`src/rtl/fbe_pkg.sv`:
```
package fbe_pkg;

  typedef enum logic [2:0] {
    PH_IDLE,
    PH_PRE,
    PH_SOFL,
    PH_SOFH,
    PH_FETCH,
    PH_CHAR,
    PH_EOF,
    PH_TAIL
  } phase_t;

  typedef enum logic [1:0] {
    SEL_ONE,
    SEL_ZERO,
    SEL_DATA
  } bitSel_t;

  typedef struct packed {
    logic    loadByte;
    logic    shiftBit;
    bitSel_t bitSel;
  } dpCtrl_t;

endpackage

```
`src/rtl/fbe_ctrl.sv`:
```
module fbe_ctrl
  import fbe_pkg::*;
#(
  parameter int LEN_W     = 8,
  parameter int CHAR_BITS = 10,
  parameter int TAG_PRE   = 20,
  parameter int RDR_PRE   = 40,
  parameter int SOF_ZEROS = 10,
  parameter int SOF_ONES  = 2,
  parameter int EOF_ZEROS = 10,
  parameter int TAG_TAIL  = 2,
  parameter int RDR_TAIL  = 32
) (
  input  logic             clk,
  input  logic             rstN,
  input  logic             start,
  input  logic             readerMode,
  input  logic [LEN_W-1:0] frameLen,
  input  logic             byteValid,
  output logic             byteReady,
  output logic             bitValid,
  input  logic             bitReady,
  output logic             done,
  output dpCtrl_t          strobes
);

  localparam int MAX_A = (TAG_PRE > RDR_PRE) ? TAG_PRE : RDR_PRE;
  localparam int MAX_B = (TAG_TAIL > RDR_TAIL) ? TAG_TAIL : RDR_TAIL;
  localparam int MAX_C = (SOF_ZEROS > EOF_ZEROS) ? SOF_ZEROS : EOF_ZEROS;
  localparam int MAX_D = (CHAR_BITS > SOF_ONES) ? CHAR_BITS : SOF_ONES;
  localparam int MAX_AB = (MAX_A > MAX_B) ? MAX_A : MAX_B;
  localparam int MAX_CD = (MAX_C > MAX_D) ? MAX_C : MAX_D;
  localparam int MAX_SEG = (MAX_AB > MAX_CD) ? MAX_AB : MAX_CD;
  localparam int CNT_W = $clog2(MAX_SEG + 1);

  phase_t           phase, phaseN;
  logic [CNT_W-1:0] cnt, cntN, segLen;
  logic [LEN_W-1:0] remain, remainN;
  logic             modeQ, modeN;
  logic             bitFire, segLast, lastTail;

  assign bitValid  = (phase != PH_IDLE) && (phase != PH_FETCH);
  assign byteReady = (phase == PH_FETCH);
  assign bitFire   = bitValid && bitReady;
  assign segLast   = (cnt == segLen - CNT_W'(1));

  always_comb begin
    case (phase)
      PH_PRE:  segLen = modeQ ? CNT_W'(RDR_PRE) : CNT_W'(TAG_PRE);
      PH_SOFL: segLen = CNT_W'(SOF_ZEROS);
      PH_SOFH: segLen = CNT_W'(SOF_ONES);
      PH_CHAR: segLen = CNT_W'(CHAR_BITS);
      PH_EOF:  segLen = CNT_W'(EOF_ZEROS);
      PH_TAIL: segLen = modeQ ? CNT_W'(RDR_TAIL) : CNT_W'(TAG_TAIL);
      default: segLen = CNT_W'(1);
    endcase
  end

  always_comb begin
    phaseN   = phase;
    cntN     = cnt;
    remainN  = remain;
    modeN    = modeQ;
    lastTail = 1'b0;
    case (phase)
      PH_IDLE: begin
        if (start) begin
          phaseN  = PH_PRE;
          cntN    = '0;
          remainN = frameLen;
          modeN   = readerMode;
        end
      end
      PH_FETCH: begin
        if (byteValid) begin
          phaseN  = PH_CHAR;
          cntN    = '0;
          remainN = remain - LEN_W'(1);
        end
      end
      default: begin
        if (bitFire) begin
          if (segLast) begin
            cntN = '0;
            case (phase)
              PH_PRE:  phaseN = PH_SOFL;
              PH_SOFL: phaseN = PH_SOFH;
              PH_SOFH,
              PH_CHAR: phaseN = (remain == '0) ? PH_EOF : PH_FETCH;
              PH_EOF:  phaseN = PH_TAIL;
              default: begin
                phaseN   = PH_IDLE;
                lastTail = 1'b1;
              end
            endcase
          end else begin
            cntN = cnt + CNT_W'(1);
          end
        end
      end
    endcase
  end

  always_comb begin
    strobes.loadByte = (phase == PH_FETCH) && byteValid;
    strobes.shiftBit = (phase == PH_CHAR) && bitFire;
    case (phase)
      PH_CHAR:                   strobes.bitSel = SEL_DATA;
      PH_PRE, PH_SOFH, PH_TAIL:  strobes.bitSel = SEL_ONE;
      default:                   strobes.bitSel = SEL_ZERO;
    endcase
  end

  always_ff @(posedge clk) begin
    if (!rstN) begin
      phase  <= PH_IDLE;
      cnt    <= '0;
      remain <= '0;
      modeQ  <= 1'b0;
      done   <= 1'b0;
    end else begin
      phase  <= phaseN;
      cnt    <= cntN;
      remain <= remainN;
      modeQ  <= modeN;
      done   <= lastTail;
    end
  end

endmodule

```
`src/rtl/fbe_datapath.sv`:
```
module fbe_datapath
  import fbe_pkg::*;
#(
  parameter int DATA_W = 8
) (
  input  logic              clk,
  input  logic              rstN,
  input  dpCtrl_t           strobes,
  input  logic [DATA_W-1:0] byteData,
  output logic              bitData
);

  localparam int CHAR_BITS = DATA_W + 2;

  logic [CHAR_BITS-1:0] charQ;

  always_ff @(posedge clk) begin
    if (!rstN) begin
      charQ <= '1;
    end else if (strobes.loadByte) begin
      charQ <= {1'b1, byteData, 1'b0};
    end else if (strobes.shiftBit) begin
      charQ <= {1'b1, charQ[CHAR_BITS-1:1]};
    end
  end

  always_comb begin
    case (strobes.bitSel)
      SEL_DATA: bitData = charQ[0];
      SEL_ONE:  bitData = 1'b1;
      default:  bitData = 1'b0;
    endcase
  end

endmodule

```
`src/rtl/frame_bit_encoder.sv`:
```
module frame_bit_encoder
  import fbe_pkg::*;
#(
  parameter int LEN_W     = 8,
  parameter int DATA_W    = 8,
  parameter int TAG_PRE   = 20,
  parameter int RDR_PRE   = 40,
  parameter int SOF_ZEROS = 10,
  parameter int SOF_ONES  = 2,
  parameter int EOF_ZEROS = 10,
  parameter int TAG_TAIL  = 2,
  parameter int RDR_TAIL  = 32
) (
  input  logic              clk,
  input  logic              rstN,
  input  logic              start,
  input  logic              readerMode,
  input  logic [LEN_W-1:0]  frameLen,
  input  logic [DATA_W-1:0] byteData,
  input  logic              byteValid,
  output logic              byteReady,
  output logic              bitData,
  output logic              bitValid,
  input  logic              bitReady,
  output logic              done
);

  localparam int CHAR_BITS = DATA_W + 2;

  dpCtrl_t strobes;

  fbe_ctrl #(
    .LEN_W(LEN_W), .CHAR_BITS(CHAR_BITS), .TAG_PRE(TAG_PRE), .RDR_PRE(RDR_PRE),
    .SOF_ZEROS(SOF_ZEROS), .SOF_ONES(SOF_ONES), .EOF_ZEROS(EOF_ZEROS),
    .TAG_TAIL(TAG_TAIL), .RDR_TAIL(RDR_TAIL)
  ) ctrl_i (
    .clk(clk), .rstN(rstN), .start(start), .readerMode(readerMode),
    .frameLen(frameLen), .byteValid(byteValid), .byteReady(byteReady),
    .bitValid(bitValid), .bitReady(bitReady), .done(done), .strobes(strobes)
  );

  fbe_datapath #(.DATA_W(DATA_W)) dp_i (
    .clk(clk), .rstN(rstN), .strobes(strobes), .byteData(byteData), .bitData(bitData)
  );

endmodule

```
`config.mk`:
```
export PLATFORM = sky130hd
export DESIGN_NAME = frame_bit_encoder
export DESIGN_NICKNAME = d
export VERILOG_FILES = /design/src/rtl/fbe_pkg.sv /design/src/rtl/fbe_ctrl.sv /design/src/rtl/fbe_datapath.sv /design/src/rtl/frame_bit_encoder.sv
export SDC_FILE = /design/constraint.sdc
export NUM_CORES = 1
export LEC_CHECK = 0
export BUFFER_PORTS_ARGS = -buffer_cell sky130_fd_sc_hd__buf_2
export CAP_MARGIN = 0
export CORE_MARGIN = 2
export CORE_UTILIZATION = 60
export DETAILED_ROUTE_END_ITERATION = 16
export GPL_TIMING_DRIVEN = 0
export HOLD_SLACK_MARGIN = 0.12
export PLACE_DENSITY_LB_ADDON = 0.1
export RECOVER_POWER = 100
export SKIP_LAST_GASP = 1
export SYNTH_ARGS = -nofsm -noshare
export SYNTH_HDL_FRONTEND = slang
export SYNTH_HIERARCHICAL = 1
export SYNTH_SLANG_ARGS = --single-unit
```
`constraint.sdc`:
```
create_clock -name clk -period 4.1 [get_ports clk]
set_clock_uncertainty 0.1 [all_clocks]
set_input_delay 0.41 -clock clk [delete_from_list [all_inputs] [get_ports clk]]
set_output_delay 0.41 -clock clk [all_outputs]
set_load 0.005 [all_outputs]
```
Word level (Yosys, flattened, before mapping)
Index checks and enable logic that the tools add are counted.

Register bits after elaboration: 28. Bits of input ports: 22. Output and inout port bits: 4. Word-level logic and storage cells: 68.

Add/sub/neg operators: 3. Equality and inequality tests: 12. Multiplexer cells: 23. Bitwise logic cells: 3. Reduce and logical (&&, ||, !) cells: 21.

Operator list (number): 6-bit 2-to-1 mux (6); 6-bit case mux with 4 select lines (1); 9-bit 2-to-1 mux (2); 8-bit 2-to-1 mux (2); 8-bit case mux with 2 select lines (1); 3-bit equality test (second input constant) (4); 3-bit 2-to-1 mux (4); 3-bit case mux with 4 select lines (1); 6-bit case mux with 2 select lines (1); 5-bit OR reduction (2); 3-bit nonzero test (3); 8-bit logical NOT (1); 8-bit by 1-bit subtractor with 8-bit output (second input constant) (1); 6-bit by 1-bit adder with 6-bit output (second input constant) (1); 3-bit by 2-bit equality test with 1-bit output (second input constant) (2); 6-bit equality test (1); 3-bit case mux with 2 select lines (1); 3-bit AND reduction (2); 3-bit OR reduction (2); 6-bit by 1-bit subtractor with 6-bit output (second input constant) (1); 1-bit logical AND (4); 2-bit != test (second input constant) (2); 2-bit case mux with 2 select lines (1); 4-bit AND reduction (1); other kinds (12) (15).

Depth between registers and ports, before layout
Depth in word-level cells: 8. Depth in mapped cells: 8. Gate-level depth less buffers: 7.

Hierarchy
The synthesis kept the hierarchy.

By module, submodules not included: fbe_ctrl (times used 1, cells an instance 166, area an instance 1275.0 µm², sequential area each 380.4 µm²); fbe_datapath (times used 1, cells an instance 41, area an instance 432.9 µm², sequential area each 180.2 µm²).

Worst setup path after synthesis
OpenSTA, ideal clock, no wires.

Kind: register to register. From: reg ctrl_i.modeQ. To: reg ctrl_i.phase[2]. Setup time: 70 ps. Arrival: 1781 ps. Data required time: 3930 ps. Path slack: 2149 ps. Cell stages (with the launch flop): 8. Path buffers: 1. Clock period less this slack: 1951 ps. Path through: dfxtp_1 buf_2 or3_1 a21oi_1 xnor2_1 nand4_2 or4_1 a21boi_1.

Word-level cells in the longest chain between the ends: 6. Elaborated cells on any way between the ends: 7. Classes of those cells: 1 x add/sub; 1 x eq/ne; 3 x mux; 2 x reduce/logical.

Ends and longest elaborated chain: start: declaration (RTL line fbe_ctrl.sv:39) `logic modeQ, modeN;`; start signal: assignment (RTL line fbe_ctrl.sv:125) `modeQ <= modeN;`; 6-bit 2-to-1 mux (on tied branches) (RTL line fbe_ctrl.sv:54, fbe_ctrl.sv:49); 6-bit case mux with 4 select lines (*) (RTL line fbe_ctrl.sv:48) `case (phase)`; 6-bit by 1-bit subtractor with 6-bit output (*) (RTL line fbe_ctrl.sv:45) `assign segLast = (cnt == segLen - CNT_W'(1));`; 6-bit equality test (*) (RTL line fbe_ctrl.sv:45); 3-bit nonzero test (no line) (*); 4-bit AND reduction (no line) (*); end signal: assignment (RTL line fbe_ctrl.sv:122) `phase <= phaseN;`; end: declaration (RTL line fbe_ctrl.sv:36) `phase_t phase, phaseN;`.

Every way passes the cells marked *; elsewhere a longest branch is shown, timed or not. A chain may end at the register's enable or synchronous reset.

Final worst setup path
From: reg ctrl_i.phase[2]. To: out byteReady.

Word-level cells in the longest chain between the ends: 1.

Ends and longest elaborated chain: 3-bit equality test (RTL line fbe_ctrl.sv:43) `assign byteReady = (phase == PH_FETCH);`; end: declaration (RTL line frame_bit_encoder.sv:21) `output logic byteReady,`.

No other way between the ends.

==> metrics.txt <==
# TYPE chip_impl_metric gauge
chip_impl_info{name="status",value="finished, final reports clean"} 1
chip_impl_metric{name="tritoncts.num_buffers",unit=""} 3
chip_impl_info{name="mostFrequentLayoutCell",value="dfxtp_1"} 1
chip_impl_metric{name="first_pass_iters",unit=""} 4
chip_impl_metric{name="synth_nets",unit=""} 232
chip_impl_metric{name="fp.dieW",unit="µm"} 57.4
chip_impl_metric{name="gr-usage-met3",unit="%"} 4.99
chip_impl_info{name="cpMostUsedCell",value="clkbuf_1"} 1
chip_impl_metric{name="max_cap_violations",unit=""} 0
chip_impl_metric{name="worstMarginPinSlew",unit="ns"} 0.612
chip_impl_metric{name="postSynth.asyncResetShare",unit="%"} 0
chip_impl_metric{name="grt_pass1_wl",unit="µm"} 6640
chip_impl_metric{name="cts_buffer_depth",unit=""} 2
chip_impl_info{name="timing.setup.critical_path_class",value="reg -> out"} 1
chip_impl_info{name="critical-path-top-delay-family",value="buffers and inverters"} 1
chip_impl_metric{name="yosysWarningCount",unit=""} 6
chip_impl_metric{name="placementRows",unit=""} 19
chip_impl_metric{name="post-cts-setup-buffers",unit=""} 0
chip_impl_metric{name="r2r.worst_path.cells",unit=""} 8
chip_impl_metric{name="detail_route.drc_violations",unit=""} 0
chip_impl_metric{name="worst_relative_slew_slack",unit="%"} 59.2
chip_impl_metric{name="path_max_fanout",unit=""} 10
chip_impl_metric{name="pin_count",unit=""} 26
chip_impl_info{name="worst_path_max_delay_cell",value="clkbuf_1"} 1
chip_impl_info{name="globalRoute.busiestLayer",value="met2"} 1
chip_impl_metric{name="post_synth.cell_area_avg",unit="µm²"} 8.25
chip_impl_metric{name="grt.met2_usage",unit="%"} 44.0
chip_impl_info{name="synth.area.top_cells",value="dfxtp_1 (33%), mux2i_1 (5.3%), a21oi_1 (5.0%)"} 1
chip_impl_metric{name="path_buf_inv",unit=""} 5
chip_impl_metric{name="cp_data_required_time",unit="ns"} 3.59
chip_impl_metric{name="slew_viol_final",unit=""} 0
chip_impl_metric{name="post-route-min-period",unit="ns"} 2.67
chip_impl_metric{name="power.static_leakage",unit="nW"} 0.771
chip_impl_metric{name="worstPathArrival",unit="ns"} 2.16
chip_impl_metric{name="synth.ff_latch_count",unit=""} 28
chip_impl_metric{name="grt_start_max_net_pins",unit=""} 16
chip_impl_metric{name="die_h",unit="µm"} 57.4
chip_impl_metric{name="detailedRoute.firstIterationViolations",unit=""} 66
chip_impl_metric{name="n_fill_cell",unit=""} 250
chip_impl_metric{name="globalRouteMet1Util",unit="%"} 30.7
chip_impl_metric{name="ratio_of_cells_with_drive_above_1_in_the_final_layout",unit="%"} 20.8
chip_impl_metric{name="nets",unit=""} 262
chip_impl_metric{name="post_cts_resize_count",unit=""} 0
chip_impl_metric{name="pwr_density_cell",unit="nW/µm²"} 341
chip_impl_metric{name="cp.depth",unit=""} 6
chip_impl_metric{name="global_route.usage.total",unit="%"} 25.3
chip_impl_info{name="most-common-layout-cells",value="dfxtp_1 (28), buf_2 (27), nand2_1 (19), a21oi_1 (17)"} 1
chip_impl_info{name="grt_setup_unrepaired",value="no"} 1
chip_impl_metric{name="synth.cell_area",unit="µm²"} 1710
chip_impl_info{name="critPathCaptureType",value="primary output"} 1
chip_impl_metric{name="initial_core_util",unit="%"} 62.5
chip_impl_metric{name="cts_num_sinks",unit=""} 28
chip_impl_info{name="path_cells",value="clkbuf_1, clkbuf_1, nand2_1, inv_1, clkbuf_1, buf_2"} 1
chip_impl_metric{name="power.ir.vdd_worst",unit="µV"} 255
chip_impl_metric{name="netlist.area_leader.share",unit="%"} 32.8
chip_impl_metric{name="synth.yosys.seq_area_share",unit="%"} 32.8
chip_impl_metric{name="globalplace.congestion",unit=""} 0.894
chip_impl_metric{name="clock_transition_at_the_register_clock_pins_on_the_worst_setup_and_hold_paths_after_cts",unit="ns"} 0.15
chip_impl_metric{name="grt_antenna_before_repair",unit=""} 0
chip_impl_metric{name="post_synth_inst_count",unit=""} 207
chip_impl_metric{name="worst_path_largest_cell_delay",unit="ns"} 0.37
chip_impl_metric{name="fmax",unit="MHz"} 375
chip_impl_metric{name="hpwl",unit="µm"} 2800
chip_impl_info{name="yosys.area.top_type",value="dfxtp_1"} 1
chip_impl_metric{name="cts_hold_buffers_added",unit=""} 0
chip_impl_metric{name="min_path_cells",unit=""} 2
chip_impl_metric{name="flow.area_growth_from_synthesis",unit="%"} 10.5
chip_impl_metric{name="setup_total_negative_slack",unit="ns"} 0
chip_impl_info{name="worstHoldPathType",value="in -> reg"} 1
chip_impl_metric{name="worstSkewPairLatency",unit="ns"} 0.32
chip_impl_metric{name="setup_violations",unit=""} 0
chip_impl_metric{name="vias_in_the_first_global_route",unit=""} 1579
chip_impl_metric{name="postRouteWirelength",unit="µm"} 3790
chip_impl_metric{name="htreeDepth",unit=""} 1
chip_impl_info{name="yosys_most_used_dff",value="dfxtp_1"} 1
chip_impl_metric{name="antennaDiodeCount",unit=""} 0
chip_impl_info{name="cell_at_the_root_of_the_clock_tree",value="clkbuf_4"} 1
chip_impl_metric{name="overflow",unit=""} 0
chip_impl_metric{name="design.die.area",unit="µm²"} 3290
chip_impl_metric{name="place.port_buffers",unit=""} 25
chip_impl_metric{name="synth_enable_flop_cells",unit=""} 0
chip_impl_metric{name="coreArea",unit="µm²"} 2730
chip_impl_metric{name="dr_total_vias",unit=""} 1629
chip_impl_info{name="cts_tree",value="built"} 1
chip_impl_metric{name="final.period_utilization",unit="%"} 65.1
chip_impl_metric{name="ant_nets",unit=""} 0
chip_impl_metric{name="final-hold-violation-count",unit=""} 0
chip_impl_metric{name="number_of_distinct_library_cells_after_synthesis",unit=""} 52
chip_impl_metric{name="whs",unit="ns"} 0.210
chip_impl_metric{name="routed_wire_length_per_instance",unit="µm"} 14.2
chip_impl_metric{name="drt-vias-per-instance",unit=""} 6.10
chip_impl_info{name="startpoint_type",value="register"} 1
==> flip-flops by register name, indices dropped and copies added, names as in the netlist <==
register	cells
dp_i/charQ	9
ctrl_i/remain	8
ctrl_i/cnt	6
ctrl_i/phase	3
ctrl_i/done	1
ctrl_i/modeQ	1
==> stage by stage <==
step	cells	utilization [%]	power, W	instance area (µm²)	setup WS (ns)
2_1_floorplan	207	-	0.000460	1710	2.15
3_3_place_gp	263	68.5	0.000504	1870	2.00
3_5_place_dp	263	68.5	0.000515	1870	1.98
4_1_cts	267	69.8	0.000651	1910	1.85
5_1_grt	267	69.0	0.000687	1890	1.30
6_report	267	69.0	0.000644	1890	1.43
==> kinds of logic after synthesis <==
| kind of cell | Yosys count | share of synthesized area [%] |
|---|---|---|
| buffers and inverters | 24 | 7.11 |
| xor gates and xnor gates | 7 | 3.59 |
| AOI/OAI and AO/OA | 56 | 22.1 |
| muxes | 10 | 5.93 |
| and+or+nand+nor | 79 | 26.3 |
| DFF | 28 | 32.8 |
| adders and majority gates | 3 | 2.20 |
==> cells in the mapped netlist, types with 2 or more instances <==
cell	n
a21boi_0	3
a21oi_1	17
a21oi_2	2
a22oi_1	2
and2_1	3
and3_1	3
and3b_2	6
buf_2	5
buf_4	2
buf_6	2
clkbuf_1	4
clkbuf_2	2
dfxtp_1	28
ha_1	3
inv_1	9
mux2i_1	9
nand2_1	19
nand2b_1	4
nand3_1	3
nand4_1	5
nor2_1	12
nor2b_1	4
nor3_1	8
nor4b_1	2
o211ai_1	2
o21ai_0	12
o22ai_1	2
o31ai_1	3
or3_1	3
xnor2_1	2
xor2_1	5
==> final timing paths <==
| kind | from | slack, ns | end |
|---|---|---|---|
| setup reg to reg | ctrl_i/phase[2]$_SDFFE_PN0P_ | 1.54 | ctrl_i/phase[2]$_SDFFE_PN0P_ |
| setup / recovery | ctrl_i/phase[2]$_SDFFE_PN0P_ | 1.43 | byteReady |
| hold reg to reg | ctrl_i/remain[1]$_SDFFE_PN0P_ | 0.41 | ctrl_i/remain[1]$_SDFFE_PN0P_ |
| hold / removal | byteData[3] | 0.21 | dp_i/charQ[4]$_SDFFE_PN1P_ |
==> cell type report <==
cell class	count	area [µm²]	area share, %
flip-flops and latches	28	561	29.7
repair buffers	25	124	6.56
well taps	31	38.8	2.06
inverters	9	33.8	1.79
clock buffers	4	36.3	1.92
multi-input cells	155	1020	54.0
plain buffers	15	73.8	3.91
==> where the power goes <==
part	total (W)	internal [W]	switching [W]
Clock	0.000135	0.0000543	0.0000809
Combinational	0.000203	0.0000816	0.000122
Sequential	0.000305	0.000289	0.0000163
Total	0.000644	0.000425	0.000219
==> metal layers <==
layer	routed length, µm	vias to the layer above
met4	44	0
met3	224	6
met2	1900	68
met5	0	-
li1	-	806
met1	1620	749
(Power assumes the default switching activity.)
